==> config.mk <==
export PLATFORM = sky130hd
export DESIGN_NAME = pi_velocity_reg
export DESIGN_NICKNAME = d
export VERILOG_FILES = /design/src/rtl/pi_pkg.sv /design/src/rtl/pi_incr_term.sv /design/src/rtl/pi_sat_clamp.sv /design/src/rtl/pi_velocity_reg.sv
export SDC_FILE = /design/constraint.sdc
export NUM_CORES = 2
export LEC_CHECK = 0
export ABC_AREA = 1
export CELL_PAD_IN_SITES_DETAIL_PLACEMENT = 1
export CELL_PAD_IN_SITES_GLOBAL_PLACEMENT = 1
export CORE_MARGIN = 4
export CORE_UTILIZATION = 53
export CTS_BUF_LIST = sky130_fd_sc_hd__clkbuf_4
export CTS_CLUSTER_SIZE = 16
export DETAILED_ROUTE_END_ITERATION = 16
export PLACE_DENSITY_LB_ADDON = 0.1
export SYNTH_ARGS = -nofsm -noshare
export SYNTH_HDL_FRONTEND = slang
export SYNTH_SLANG_ARGS = --single-unit
==> constraint.sdc <==
create_clock -name clk -period 31.1 [get_ports clk]
set_input_delay 4.665 -clock clk [delete_from_list [all_inputs] [get_ports clk]]
set_output_delay 4.665 -clock clk [all_outputs]
set_load 0.03 [all_outputs]
==> src/rtl/pi_pkg.sv <==
package pi_pkg;
  localparam int unsigned PI_DATA_W = 16;
  localparam int unsigned PI_FRAC_W = 15;

  function automatic int unsigned pi_acc_w(input int unsigned dw);
    return 2 * dw + 2;
  endfunction
endpackage

==> src/rtl/pi_incr_term.sv <==
module pi_incr_term #(
  parameter int unsigned DW    = 16,
  parameter int unsigned FRAC  = 15,
  parameter int unsigned ACC_W = 2 * DW + 2,
  parameter int unsigned INC_W = ACC_W - FRAC
) (
  input  logic signed [DW-1:0]    kp,
  input  logic signed [DW-1:0]    ki,
  input  logic signed [DW-1:0]    e_now,
  input  logic signed [DW-1:0]    e_old,
  output logic signed [INC_W-1:0] inc
);
  localparam logic signed [ACC_W-1:0] HALF = ACC_W'(1) <<< (FRAC - 1);

  logic signed [ACC_W-1:0] kp_x, ki_x, en_x, eo_x, diff_x;
  logic signed [ACC_W-1:0] p_prop, p_int, acc;

  always_comb begin
    kp_x   = ACC_W'(kp);
    ki_x   = ACC_W'(ki);
    en_x   = ACC_W'(e_now);
    eo_x   = ACC_W'(e_old);
    diff_x = en_x - eo_x;
    p_prop = kp_x * diff_x;
    p_int  = ki_x * en_x;
    acc    = p_prop + p_int + HALF;
    inc    = acc[ACC_W-1:FRAC];
  end
endmodule

==> src/rtl/pi_sat_clamp.sv <==
module pi_sat_clamp #(
  parameter int unsigned DW   = 16,
  parameter int unsigned IN_W = 20
) (
  input  logic signed [IN_W-1:0] sum,
  input  logic signed [DW-1:0]   lo,
  input  logic signed [DW-1:0]   hi,
  output logic signed [DW-1:0]   y
);
  localparam logic signed [DW-1:0] MAX_D = {1'b0, {(DW-1){1'b1}}};
  localparam logic signed [DW-1:0] MIN_D = {1'b1, {(DW-1){1'b0}}};
  localparam logic signed [IN_W-1:0] MAX_W = IN_W'(MAX_D);
  localparam logic signed [IN_W-1:0] MIN_W = IN_W'(MIN_D);

  logic signed [DW-1:0] sat;

  always_comb begin
    if (sum > MAX_W)      sat = MAX_D;
    else if (sum < MIN_W) sat = MIN_D;
    else                  sat = sum[DW-1:0];
    y = sat;
    if (y > hi) y = hi;
    if (y < lo) y = lo;
  end
endmodule

==> src/rtl/pi_velocity_reg.sv <==
module pi_velocity_reg #(
  parameter int unsigned DW   = pi_pkg::PI_DATA_W,
  parameter int unsigned FRAC = pi_pkg::PI_FRAC_W
) (
  input  logic          clk,
  input  logic          rst_n,
  input  logic          clr,
  input  logic [DW-1:0] kp,
  input  logic [DW-1:0] ki,
  input  logic [DW-1:0] lim_lo,
  input  logic [DW-1:0] lim_hi,
  input  logic          err_valid,
  output logic          err_ready,
  input  logic [DW-1:0] err_data,
  output logic          res_valid,
  input  logic          res_ready,
  output logic [DW-1:0] res_data
);
  localparam int unsigned ACC_W = pi_pkg::pi_acc_w(DW);
  localparam int unsigned INC_W = ACC_W - FRAC;
  localparam int unsigned SUM_W = INC_W + 1;

  logic signed [DW-1:0]    e_prev, v_prev, v_next;
  logic signed [INC_W-1:0] inc;
  logic signed [SUM_W-1:0] sum;
  logic                    take;

  assign err_ready = !res_valid || res_ready;
  assign take      = err_valid && err_ready && !clr;

  pi_incr_term #(.DW(DW), .FRAC(FRAC), .ACC_W(ACC_W), .INC_W(INC_W)) u_term (
    .kp    (signed'(kp)),
    .ki    (signed'(ki)),
    .e_now (signed'(err_data)),
    .e_old (e_prev),
    .inc   (inc)
  );

  assign sum = SUM_W'(inc) + SUM_W'(v_prev);

  pi_sat_clamp #(.DW(DW), .IN_W(SUM_W)) u_clamp (
    .sum (sum),
    .lo  (signed'(lim_lo)),
    .hi  (signed'(lim_hi)),
    .y   (v_next)
  );

  always_ff @(posedge clk or negedge rst_n) begin
    if (!rst_n) begin
      e_prev    <= '0;
      v_prev    <= '0;
      res_valid <= 1'b0;
    end else if (clr) begin
      e_prev    <= '0;
      v_prev    <= '0;
      res_valid <= 1'b0;
    end else if (take) begin
      e_prev    <= signed'(err_data);
      v_prev    <= v_next;
      res_valid <= 1'b1;
    end else if (res_ready) begin
      res_valid <= 1'b0;
    end
  end

  assign res_data = v_prev;

  AST_STALL_HOLD: assert property (@(posedge clk) disable iff (!rst_n)
    (res_valid && !res_ready && !clr) |=> (res_valid && $stable(res_data)));

  AST_CLR_DROPS: assert property (@(posedge clk) disable iff (!rst_n)
    clr |=> (!res_valid && res_data == '0));

  AST_ACCEPT_SHOWS: assert property (@(posedge clk) disable iff (!rst_n)
    (err_valid && err_ready && !clr) |=> res_valid);

  AST_BACKPRESSURE: assert property (@(posedge clk) disable iff (!rst_n)
    (res_valid && !res_ready) |-> !err_ready);

  AST_IN_WINDOW: assert property (@(posedge clk) disable iff (!rst_n)
    (take && signed'(lim_lo) <= signed'(lim_hi)) |=>
      (signed'(res_data) >= $past(signed'(lim_lo)) &&
       signed'(res_data) <= $past(signed'(lim_hi))));
endmodule

==> results.ini <==
[cts]
cts_buffers=5
h-tree-depth=2
clk_pin_slew_ns=0.12
clock-root-buffer=clkbuf_4
cts_tree=done
clockBufferDepth=2
cts_setup_buffers=0
cts_resized=0
cts_hold_buffers=0
clkSinkCount=33
clock_latency_ns=0.38

[hold_path]
min_path_cells=2
holdCritPathClass=reg -> reg

[worst_setup_path]
crit_path_frequent_cell=nand2_1
crit_arrival_ns=21.32
path_max_fanout=31
cpPeakStageDelay_ns=0.93
r2r_cells=73
worstPathRequired_ns=31.35
cp-end-kind=register
crit_type=in -> reg
cp_slowest_cell=clkdlybuf4s50_1
start_kind=primary input

[sta]
max_freq_mhz=47.5
finalSetupViolCount=0
period_minus_slack_ns=21.07
fin_skew_ns=0.0305
finalCritPeriodShare_pct=67.8
hold_viol_final=0
slew_headroom_pct=16.2
setup_tns_ns=0
tightest_slew_ns=1.25
drv_slew=0
grt_setup_unrepaired=no

[place]
gp_congestion=0.927
hpwl_um=69400
io_buffers=102

[layout]
final_common_cell=inv_1
syn_to_final_growth_pct=6.30
final_cell_mix=inv_1, nand2_1, fa_1, ha_1, nor2_1
drive_gt1_share_pct=2.89
nets=4278

[yosys]
synth.distinct_cells=47
syn_area_per_cell_um2=7.83
ys_ff_latch=33
syn_area_um2=26000
synth_warnings=0
yosysSeqAreaShare_pct=3.18
syn_inst=3318
synth_fp_nets=4235

[global_routing]
grt_pass1_vias=25400
grt_overflow=0
grtUsageMet1_pct=38.9
grt_util_met3_pct=3.48
use_met2_pct=56.5
track_usage_pct=30.9
grt_pass1_wl_um=131000
grt_max_degree=34
grt_antenna_before_repair=7
top_usage_layer=met2

[route]
drt_iter0_drc=1159
drc_errors=0
dr.pass1.iters=6
dr_total_vias=21800
via_per_inst=5.47
antenna_left=0
wirelength_um=78900
wl_per_cell_um=19.8

[die]
initial_core_util_pct=54.1
pin_count=103
core_um2=48000
dieArea_um2=52600
die_y_um=229
die_w_um=229
fp-row-count=80

[run]
maxCapViolations=0

[run_status]
status=completed

synth_stat cells, drive strengths merged:
library cell,instances,area share [%]
clkinv,8,0.12
nand3b,2,0.058
nor4,3,0.072
o21ai,89,1.7
dfrtp,33,3.2
a21oi,144,2.8
o211ai,7,0.20
o22ai,2,0.048
o221ai,1,0.034
and3,2,0.048
nand3,73,1.8
a31oi,8,0.19
nor2,217,3.1
and2,3,0.072
a22oi,1,0.029
fa,533,41
o31ai,3,0.087
clkbuf,75,1.1
buf,7,0.21
nand4,10,0.24
a211oi,5,0.14
a21boi,5,0.14
nand2,713,11
xnor2,52,1.8
or2,24,0.58
a21o,4,0.12
ha,299,14
xor2,70,2.4
inv,894,13
o21bai,8,0.23
nor3b,1,0.029
nor3,14,0.27
o21a,8,0.23
routing by layer:
layer	vias up	part of all wire [%]	wire length (um)
li1	9843	-	-
met1	11200	40	31800
met2	587	52	41000
met3	152	5.0	3920
met4	2	2.8	2200
met5	-	0.018	14
layout make-up:
cell class | count | area, um2
Antenna cell | 6 | 15.0
Clock buffer | 6 | 45.0
Sequential cell | 33 | 826
Timing Repair Buffer | 118 | 1140
Clock inverter | 1 | 3.75
Inverter | 902 | 3390
Multi-Input combinational cell | 2301 | 21400
Tap cell | 615 | 769
Fill cell | 6084 | 20400
per-stage QoR:
stage               cell area, um2  util (%)  hold slack (ns)  cells  worst slack [ns]
floorplan                    26000         -            0.457   3318             13.59
global placement             27500      57.3            0.496   3969             10.56
detailed placement           27500      57.3            0.496   3969              9.78
CTS                          27600      57.4            0.525   3976             10.13
global route                 27600      57.5            0.587   3981              8.53
finish                       27600      57.5            0.541   3982             10.03
worst paths after layout:
check	slack [ns]	end	start
max reg2reg	15.06	res_data[12]	e_prev[0]
min in group asynchronous	4.39	res_data[15]	rst_n
min	0.54	e_prev[0]	e_prev[0]
max in group asynchronous	26.13	res_data[1]	rst_n
max	10.03	res_data[12]	err_data[0]
min reg2reg	0.54	e_prev[0]	e_prev[0]
worst max-delay path: cells and delay by family:
kind	cells	cell delay, ns
AOI/OAI and AO/OA	19	3.69
adders and majority gates	14	5.57
and+or+nand+nor	30	3.93
buffers and inverters	9	2.09
xor gates and xnor gates	3	1.32
registers in the layout, summed over array words and instances, names as in the netlist:
name / count
res_data: 16
e_prev: 16
res_valid: 1
logic make-up after synthesis:
kind of cell / Yosys count / synth area share (%)
and+or+nand+nor: 1062 / 16.9
xor gates and xnor gates: 122 / 4.14
buffers and inverters: 984 / 14.3
AOI/OAI and AO/OA: 285 / 5.99
adders and majority gates: 832 / 55.5
DFF: 33 / 3.18
Power is not shown: default switching activity piles up to over one toggle a cycle in this logic, so the estimate is an artifact.
